==> src/rtl/xlat_pkg.sv <==
// Shared encodings for the translation cache: access kinds, fault codes
// and positions of the permission flags.
package xlat_pkg;
    typedef enum logic [1:0] {
        ACC_READ  = 2'd0,
        ACC_WRITE = 2'd1,
        ACC_EXEC  = 2'd2
    } acc_e;

    typedef enum logic [1:0] {
        FLT_NONE  = 2'd0,
        FLT_LIMIT = 2'd1,
        FLT_MISS  = 2'd2,
        FLT_PERM  = 2'd3
    } fault_e;

    localparam int PERM_BITS = 3;
    localparam int PERM_RD   = 0;
    localparam int PERM_WR   = 1;
    localparam int PERM_EX   = 2;
endpackage

==> src/rtl/xlat_entry_array.sv <==
// Entry storage and parallel comparators.
// Assumes ENTRIES >= 2 and that wr_idx is supplied by the victim selector.
// Every entry is compared both with the lookup page and with the refill
// page, so the selector can detect a page that is already present.
module xlat_entry_array #(
    parameter int ENTRIES = 8,
    parameter int VPN_W   = 20,
    parameter int PFN_W   = 20,
    localparam int IDX_W  = $clog2(ENTRIES)
) (
    input  logic                          clk,
    input  logic                          rst_n,
    input  logic                          flush,
    input  logic                          wr_en,
    input  logic [IDX_W-1:0]              wr_idx,
    input  logic [VPN_W-1:0]              wr_vpn,
    input  logic [PFN_W-1:0]              wr_pfn,
    input  logic [xlat_pkg::PERM_BITS-1:0] wr_perm,
    input  logic [VPN_W-1:0]              lk_vpn,
    output logic [ENTRIES-1:0]            valid_vec,
    output logic [ENTRIES-1:0]            dup_vec,
    output logic                          any_match,
    output logic [PFN_W-1:0]              hit_pfn,
    output logic [xlat_pkg::PERM_BITS-1:0] hit_perm
);
    logic [VPN_W-1:0]               vpn_q  [ENTRIES];
    logic [PFN_W-1:0]               pfn_q  [ENTRIES];
    logic [xlat_pkg::PERM_BITS-1:0] perm_q [ENTRIES];
    logic [ENTRIES-1:0]             valid_q;
    logic [ENTRIES-1:0]             match_vec;

    // Update storage: reset and flush clear valid bits, refill fills one slot.
    always_ff @(posedge clk) begin
        if (!rst_n || flush) begin
            valid_q <= '0;
            if (!rst_n) begin
                for (int i = 0; i < ENTRIES; i++) begin
                    vpn_q[i]  <= '0;
                    pfn_q[i]  <= '0;
                    perm_q[i] <= '0;
                end
            end
        end else if (wr_en) begin
            for (int i = 0; i < ENTRIES; i++) begin
                if (wr_idx == IDX_W'(i)) begin
                    valid_q[i] <= 1'b1;
                    vpn_q[i]   <= wr_vpn;
                    pfn_q[i]   <= wr_pfn;
                    perm_q[i]  <= wr_perm;
                end
            end
        end
    end

    // One lookup comparator and one refill comparator per entry.
    for (genvar g = 0; g < ENTRIES; g++) begin : g_cmp
        assign match_vec[g] = valid_q[g] && (vpn_q[g] == lk_vpn);
        assign dup_vec[g]   = valid_q[g] && (vpn_q[g] == wr_vpn);
    end

    // OR-mux the matching entry's frame and flags (at most one matches).
    always_comb begin
        hit_pfn  = '0;
        hit_perm = '0;
        for (int i = 0; i < ENTRIES; i++) begin
            if (match_vec[i]) begin
                hit_pfn  = hit_pfn  | pfn_q[i];
                hit_perm = hit_perm | perm_q[i];
            end
        end
    end

    assign any_match = |match_vec;
    assign valid_vec = valid_q;
endmodule

==> src/rtl/xlat_victim.sv <==
// Picks the slot that a refill write lands in.
// Priority: the slot already holding the page, then the lowest invalid
// slot, then the round-robin pointer. The pointer moves only when it is used.
module xlat_victim #(
    parameter int ENTRIES = 8,
    localparam int IDX_W  = $clog2(ENTRIES)
) (
    input  logic               clk,
    input  logic               rst_n,
    input  logic               flush,
    input  logic               wr_en,
    input  logic [ENTRIES-1:0] valid_vec,
    input  logic [ENTRIES-1:0] dup_vec,
    output logic [IDX_W-1:0]   wr_idx
);
    logic [IDX_W-1:0] rr_q;
    logic [IDX_W-1:0] dup_idx;
    logic [IDX_W-1:0] free_idx;
    logic             have_free;
    logic             have_dup;

    // Encode the lowest duplicate and lowest free slot.
    always_comb begin
        dup_idx   = '0;
        free_idx  = '0;
        have_free = 1'b0;
        for (int i = ENTRIES - 1; i >= 0; i--) begin
            if (dup_vec[i]) dup_idx = IDX_W'(i);
            if (!valid_vec[i]) begin
                free_idx  = IDX_W'(i);
                have_free = 1'b1;
            end
        end
    end

    assign have_dup = |dup_vec;
    assign wr_idx   = have_dup ? dup_idx : (have_free ? free_idx : rr_q);

    // Advance the round-robin pointer after each eviction of a full array.
    always_ff @(posedge clk) begin
        if (!rst_n) begin
            rr_q <= '0;
        end else if (wr_en && !flush && !have_dup && !have_free) begin
            rr_q <= (rr_q == IDX_W'(ENTRIES - 1)) ? '0 : rr_q + 1'b1;
        end
    end
endmodule

==> src/rtl/xlat_fault.sv <==
// Resolves a lookup into one outcome: limit fault, miss, protection fault
// or hit. Purely combinational; assumes at most one entry matches.
module xlat_fault #(
    parameter int VPN_W = 20
) (
    input  logic                          lk_valid,
    input  logic [VPN_W-1:0]              lk_vpn,
    input  logic [1:0]                    lk_acc,
    input  logic [VPN_W-1:0]              page_limit,
    input  logic                          any_match,
    input  logic [xlat_pkg::PERM_BITS-1:0] hit_perm,
    output logic                          hit,
    output logic [1:0]                    fault
);
    import xlat_pkg::*;
    logic perm_ok;

    // Decide whether the entry's flags allow the requested access kind.
    always_comb begin
        case (lk_acc)
            ACC_READ:  perm_ok = hit_perm[PERM_RD];
            ACC_WRITE: perm_ok = hit_perm[PERM_WR];
            ACC_EXEC:  perm_ok = hit_perm[PERM_EX];
            default:   perm_ok = 1'b0;
        endcase
    end

    // Apply the fixed priority: limit, miss, protection, then hit.
    always_comb begin
        hit   = 1'b0;
        fault = FLT_NONE;
        if (lk_valid) begin
            if (lk_vpn > page_limit) fault = FLT_LIMIT;
            else if (!any_match)     fault = FLT_MISS;
            else if (!perm_ok)       fault = FLT_PERM;
            else                     hit   = 1'b1;
        end
    end
endmodule

==> src/rtl/xlat_cache.sv <==
// Top of the translation cache. Lookups resolve combinationally in the
// cycle they are presented; refills and flushes take effect next cycle.
// Assumes the refill agent only writes translations it fetched itself.
module xlat_cache #(
    parameter int ENTRIES   = 8,
    parameter int VPN_W     = 20,
    parameter int PFN_W     = 20,
    parameter int PAGE_BITS = 12
) (
    input  logic                       clk,
    input  logic                       rst_n,
    input  logic                       flush,
    input  logic                       lk_valid,
    input  logic [VPN_W+PAGE_BITS-1:0] lk_vaddr,
    input  logic [1:0]                 lk_acc,
    input  logic [VPN_W-1:0]           page_limit,
    output logic                       lk_hit,
    output logic [1:0]                 lk_fault,
    output logic [PFN_W+PAGE_BITS-1:0] lk_paddr,
    input  logic                       wr_en,
    input  logic [VPN_W-1:0]           wr_vpn,
    input  logic [PFN_W-1:0]           wr_pfn,
    input  logic [2:0]                 wr_perm
);
    localparam int IDX_W = $clog2(ENTRIES);

    logic [VPN_W-1:0]     lk_vpn;
    logic [PAGE_BITS-1:0] lk_off;
    logic [ENTRIES-1:0]   valid_vec;
    logic [ENTRIES-1:0]   dup_vec;
    logic [IDX_W-1:0]     wr_idx;
    logic                 any_match;
    logic [PFN_W-1:0]     hit_pfn;
    logic [2:0]           hit_perm;

    assign lk_vpn = lk_vaddr[VPN_W+PAGE_BITS-1:PAGE_BITS];
    assign lk_off = lk_vaddr[PAGE_BITS-1:0];

    xlat_entry_array #(.ENTRIES(ENTRIES), .VPN_W(VPN_W), .PFN_W(PFN_W)) u_array (
        .clk(clk), .rst_n(rst_n), .flush(flush),
        .wr_en(wr_en), .wr_idx(wr_idx), .wr_vpn(wr_vpn),
        .wr_pfn(wr_pfn), .wr_perm(wr_perm), .lk_vpn(lk_vpn),
        .valid_vec(valid_vec), .dup_vec(dup_vec), .any_match(any_match),
        .hit_pfn(hit_pfn), .hit_perm(hit_perm)
    );

    xlat_victim #(.ENTRIES(ENTRIES)) u_victim (
        .clk(clk), .rst_n(rst_n), .flush(flush), .wr_en(wr_en),
        .valid_vec(valid_vec), .dup_vec(dup_vec), .wr_idx(wr_idx)
    );

    xlat_fault #(.VPN_W(VPN_W)) u_fault (
        .lk_valid(lk_valid), .lk_vpn(lk_vpn), .lk_acc(lk_acc),
        .page_limit(page_limit), .any_match(any_match),
        .hit_perm(hit_perm), .hit(lk_hit), .fault(lk_fault)
    );

    // Form the physical address only for a successful translation.
    assign lk_paddr = lk_hit ? {hit_pfn, lk_off} : '0;
endmodule

==> config.mk <==
export PLATFORM = sky130hd
export DESIGN_NAME = xlat_cache
export DESIGN_NICKNAME = d
export VERILOG_FILES = /design/src/rtl/xlat_pkg.sv /design/src/rtl/xlat_entry_array.sv /design/src/rtl/xlat_victim.sv /design/src/rtl/xlat_fault.sv /design/src/rtl/xlat_cache.sv
export SDC_FILE = /design/constraint.sdc
export NUM_CORES = 1
export LEC_CHECK = 0
export ABC_CLOCK_PERIOD_IN_PS = 8200
export BUFFER_PORTS_ARGS = -buffer_cell sky130_fd_sc_hd__buf_2
export CORE_MARGIN = 1.5
export CORE_UTILIZATION = 55
export DETAILED_ROUTE_END_ITERATION = 7
export PLACE_DENSITY = 0.77
export SLEW_MARGIN = 5
export SYNTH_ARGS = -nofsm -noshare
export SYNTH_HDL_FRONTEND = slang
export SYNTH_SLANG_ARGS = --single-unit
==> constraint.sdc <==
create_clock -name clk -period 8.2 [get_ports clk]
set_clock_uncertainty 0.15 [all_clocks]
set_input_delay 2.05 -clock clk [delete_from_list [all_inputs] [get_ports clk]]
set_output_delay 2.05 -clock clk [all_outputs]
set_load 0.005 [all_outputs]
==> reports/results.md <==
| Stage | Quantity | This run |
|:---|:---|:---|
| layout | Nets | 1827 |
| sta | Slew of the pin with the lowest slew margin | 1.06 ns |
| cts | Post-CTS repair timing setup buffer count | 0 |
| floorplanning | Die Area | 0.0366 mm^2 |
| cts | H-tree depth reported by CTS | 2 |
| drt | Routed via count | 14499 |
| cts | Reg clk slew, reported paths | 0.06 ns |
| synthesis | Number of nets in the synthesized netlist | 1746 |
| cts | Number of sinks handled by clock tree synthesis | 355 |
| sta | Final count of negative-setup-slack endpoints | 0 |
| drt | Avg Vias per Cell | 6.62 |
| drt | Number of remaining DRC errors | 0 |
| drt | Detail-routed net length per standard cell | 29.6 um |
| global routing | Total grt overflow | 0 |
| sta | Final critical-path share of the clock period | 91.9% |
| synthesis | Mapped Avg Cell Area | 12.0 um^2 |
| synthesis | Share of synthesized flip-flops with an asynchronous set or reset | 0% |
| synthesis | Post-synthesis cell type count | 68 |
| setup path | Crit-path leading delay family | compound AO/OA/AOI/OAI gates |
| synthesis | Number of flip-flops and latches in the synthesized netlist | 355 |
| sta | Worst slew margin | 29.5% |
| cts | Clock buffer count from CTS | 39 |
| setup path | Levels on crit path | 9 |
| global routing | Aggregate global-route resource usage | 35.7% |
| placed design | DPL Wire Length | 43.5 mm |
| setup path | Critical Setup Path Class | input pin to primary output |
| placed design | Count of input and output buffers | 136 |
| sta | Unrepaired setup endpoints after global routing | no |
| pwr | Cell internal power dissipation | 0.00322 W |
| cts | Post-cts gate resize count | 0 |
| sta | Maximum operating frequency | 0.133 GHz |
| drt | WL final | 64.9 mm |
| cts | Number of buffers between clock root and the deepest sink | 3 |
| sta | Setup TNS | 0 ns |
| sta | Final Hold Fails | 0 |
| synthesis | Count of yosys warnings during synthesis | 0 |
| setup path | Library cell contributing the largest single delay on the critical path | sky130_fd_sc_hd__or4_1 |
| pwr | Clock group share of total power | 39.6% |
| floorplanning | Number of core rows | 68 |
| floorplanning | Placeable core area | 0.0347 mm^2 |
| pwr | Sequential cell fraction of total power | 49.4% |
| cts | Later-pin clock latency in the skew report | 0.58 ns |
| sta | Max-slew violations | 0 |
| setup path | Delay of the slowest cell on the worst path | 0.58 ns |
| pwr | Part of the total power dissipated in combinational logic | 11.0% |
| hold path | Hold/Removal Path Class | flop to flop |
| setup path | Required time at the endpoint of the critical path | 6.00 ns |
| flow run | Max_cap viols | 0 |
| setup path | Highest fanout seen on the critical path | 21 |
| pwr | Peak VDD IR | 232 uV |
| run status | Outcome | finished, final reports clean |
| layout | Most common cell after layout, fill and taps aside | sky130_fd_sc_hd__edfxtp_1 |
| setup path | Kind of capture point of the worst setup path | primary output |
| cts | Root Buffer | sky130_fd_sc_hd__clkbuf_16 |
| setup path | CP dominant cell by count | sky130_fd_sc_hd__buf_2 |
| synthesis | Gate count after technology mapping | 1622 |
| pwr | Fraction of power spent switching nets | 26.0% |
| pwr | PD cells | 201 mW/mm^2 |
| layout | Share of cells above drive strength 1 | 19.2% |
| setup path | Kind of launch point of the worst setup path | input pin |
| layout | Layout Area Growth over Synthesis | 11.1% |
| layout | Final standard cell count with taps included and fillers excluded | 2189 |
| pwr | Standby leakage power | 7.40 nW |
| cts | CTS tree | yes |
| synthesis | Synth Flop Type | sky130_fd_sc_hd__edfxtp_1 |
| global routing | Number of antenna violations at the first check in global routing | 1 |
| drt | Number of optimization iterations in the first detailed-route pass | 7 |
| synthesis | EDFF count, synth | 344 |
| setup path | Number of cells traversed by the worst register-to-register path | 9 |
| setup path | Chain of cells forming the critical path | buf_2 > xor2_1 > or4_1 > nor4_4 > a22oi_1 > a41o_1 > a21o_1 > a311oi_1 > buf_2 |
| synthesis | Share of the yosys chip area belonging to registers | 54.1% |
| setup path | Buf/Inv on CP | 2 |
| placed design | Final weighted congestion in routability-driven placement | 1.01 |
| floorplanning | Count of boundary I/O pins | 137 |
| global routing | Vias in the first global route | 14054 |
| hold path | Cells on Worst Hold Path | 2 |
| setup path | WP data arrival | 5.33 ns |
| floorplanning | Horiz. Die Dim | 191 um |
| drt | Iteration-0 DRC Markers | 1731 |
| pwr | Net switching power | 0.00113 W |
| placed design | Placed Cells | 2117 |
| floorplanning | Die height | 191 um |
| global routing | Wire length of the first global-routing pass | 93.3 mm |
| global routing | Pin count of the biggest net entering global routing | 95 |
| sta | Minimum period implied by the final worst setup slack | 7.53 ns |
| floorplanning | Effective utilization at floorplan | 56.2% |
| synthesis | Cell area after synthesis | 0.0195 mm^2 |
| cts | Post-cts hold buffer count | 0 |
| drt | Remaining number of nets flagged by the antenna check after routing | 0 |
| layout | Highest-count cells in the layout ignoring fill and taps | sky130_fd_sc_hd__edfxtp_1 (344), sky130_fd_sc_hd__xnor2_1 (230), sky130_fd_sc_hd__nor3_1 (177) |
-- cells by family after synthesis --
kind of cell    share of synthesized area (%)
compound gates                           6.71
xor+xnor                                 14.4
fa+ha+maj                                1.41
buf+inv                                  5.19
flops                                    54.1
mux                                    0.0513
simple gates                             18.2
-- layout make-up --
cell class	instances	area, um^2
multi-input combinational	1069	8070
tap	455	569
sequential	355	10600
fill	2732	13000
inverter	71	267
clock inverter	22	219
antenna	2	5.00
clock buffer	48	1020
timing repair buffer	167	988
-- power groups by stage --
| stage | clock [W] | combinational (W) | sequential [W] |
|---|---|---|---|
| 3_3_place_gp | 0 | 0.000465 | 0.00218 |
| 2_1_floorplan | 0 | 0.000313 | 0.00216 |
| 3_5_place_dp | 0 | 0.000470 | 0.00218 |
| 5_1_grt | 0.00180 | 0.000505 | 0.00215 |
| 4_1_cts | 0.00173 | 0.000473 | 0.00214 |
| 6_report | 0.00172 | 0.000480 | 0.00215 |
-- cell usage after synthesis (4+ instances only) --
cell type / n / area, um^2
sky130_fd_sc_hd__edfxtp_1: 344 / 10300
sky130_fd_sc_hd__xnor2_1: 230 / 2010
sky130_fd_sc_hd__nor3_1: 177 / 886
sky130_fd_sc_hd__xor2_1: 90 / 788
sky130_fd_sc_hd__nor3_2: 86 / 861
sky130_fd_sc_hd__nand4_1: 84 / 526
sky130_fd_sc_hd__inv_1: 71 / 267
sky130_fd_sc_hd__and2_1: 57 / 357
sky130_fd_sc_hd__buf_2: 48 / 240
sky130_fd_sc_hd__clkbuf_1: 46 / 173
sky130_fd_sc_hd__a22oi_1: 42 / 315
sky130_fd_sc_hd__nor4_1: 38 / 238
sky130_fd_sc_hd__nand2_1: 35 / 131
sky130_fd_sc_hd__nand3_1: 29 / 145
sky130_fd_sc_hd__buf_6: 23 / 259
sky130_fd_sc_hd__ha_1: 22 / 275
sky130_fd_sc_hd__a22o_1: 21 / 184
sky130_fd_sc_hd__a221oi_1: 20 / 175
sky130_fd_sc_hd__a311oi_1: 20 / 175
sky130_fd_sc_hd__o21ai_0: 12 / 60.1
sky130_fd_sc_hd__dfxtp_1: 11 / 220
sky130_fd_sc_hd__nor2_1: 11 / 41.3
sky130_fd_sc_hd__buf_4: 10 / 75.1
sky130_fd_sc_hd__and3_1: 9 / 56.3
sky130_fd_sc_hd__a21o_1: 6 / 45.0
sky130_fd_sc_hd__nor2b_1: 5 / 31.3
sky130_fd_sc_hd__nor4_2: 5 / 62.6
sky130_fd_sc_hd__a21boi_0: 4 / 30.0
sky130_fd_sc_hd__nand2b_1: 4 / 25.0
sky130_fd_sc_hd__nand4b_1: 4 / 35.0
sky130_fd_sc_hd__o21ai_2: 4 / 35.0
sky130_fd_sc_hd__o31ai_1: 4 / 30.0
-- metal layers --
metal  vias up  share of wire [%]  GRT usage (%)
met3       176                 11           7.60
met1      7181                 39           47.8
met2       916                 46           55.8
met4         0                4.4           16.3
met5         -                  0              0
li1       6226                  -              -
-- final timing paths --
path                                           start                                 end  slack, ns
setup / recovery                        lk_vaddr[13]                        lk_paddr[24]       0.67
hold / removal         u_victim.rr_q[1]$_SDFFE_PN0P_       u_victim.rr_q[1]$_SDFFE_PN0P_       0.39
hold reg to reg        u_victim.rr_q[1]$_SDFFE_PN0P_       u_victim.rr_q[1]$_SDFFE_PN0P_       0.39
setup reg to reg  u_array.vpn_q[1][37]$_SDFFCE_PN0P_  u_array.vpn_q[0][13]$_SDFFCE_PN0P_       3.33
-- state kept, by name, indices dropped and copies added (netlist names) --
signal / count
u_array.pfn_q: 160
u_array.perm_q: 24
u_array.valid_vec: 8
u_array.vpn_q: 160
u_victim.rr_q: 3
-- tightest hold or removal path, cell delays in order, from the launching register on --
cell	delay (ns)
sky130_fd_sc_hd__dfxtp_1	0.35
sky130_fd_sc_hd__nand2_1	0.07
sky130_fd_sc_hd__a21boi_0	0.06
-- through the flow --
step | hold WS (ns) | util [%] | instance area, um^2 | worst slack, ns | total power (W)
after floorplan | 0.308 | - | 19500 | 0.344 | 0.00247
after CTS | 0.380 | 62.5 | 21700 | 0.638 | 0.00435
after global placement | 0.351 | 58.9 | 20400 | 0.754 | 0.00264
final | 0.385 | 62.5 | 21700 | 0.667 | 0.00435
after global routing | 0.409 | 62.5 | 21700 | 0.604 | 0.00445
after detailed placement | 0.371 | 58.9 | 20400 | 0.659 | 0.00265
(Power assumes the default switching activity.)
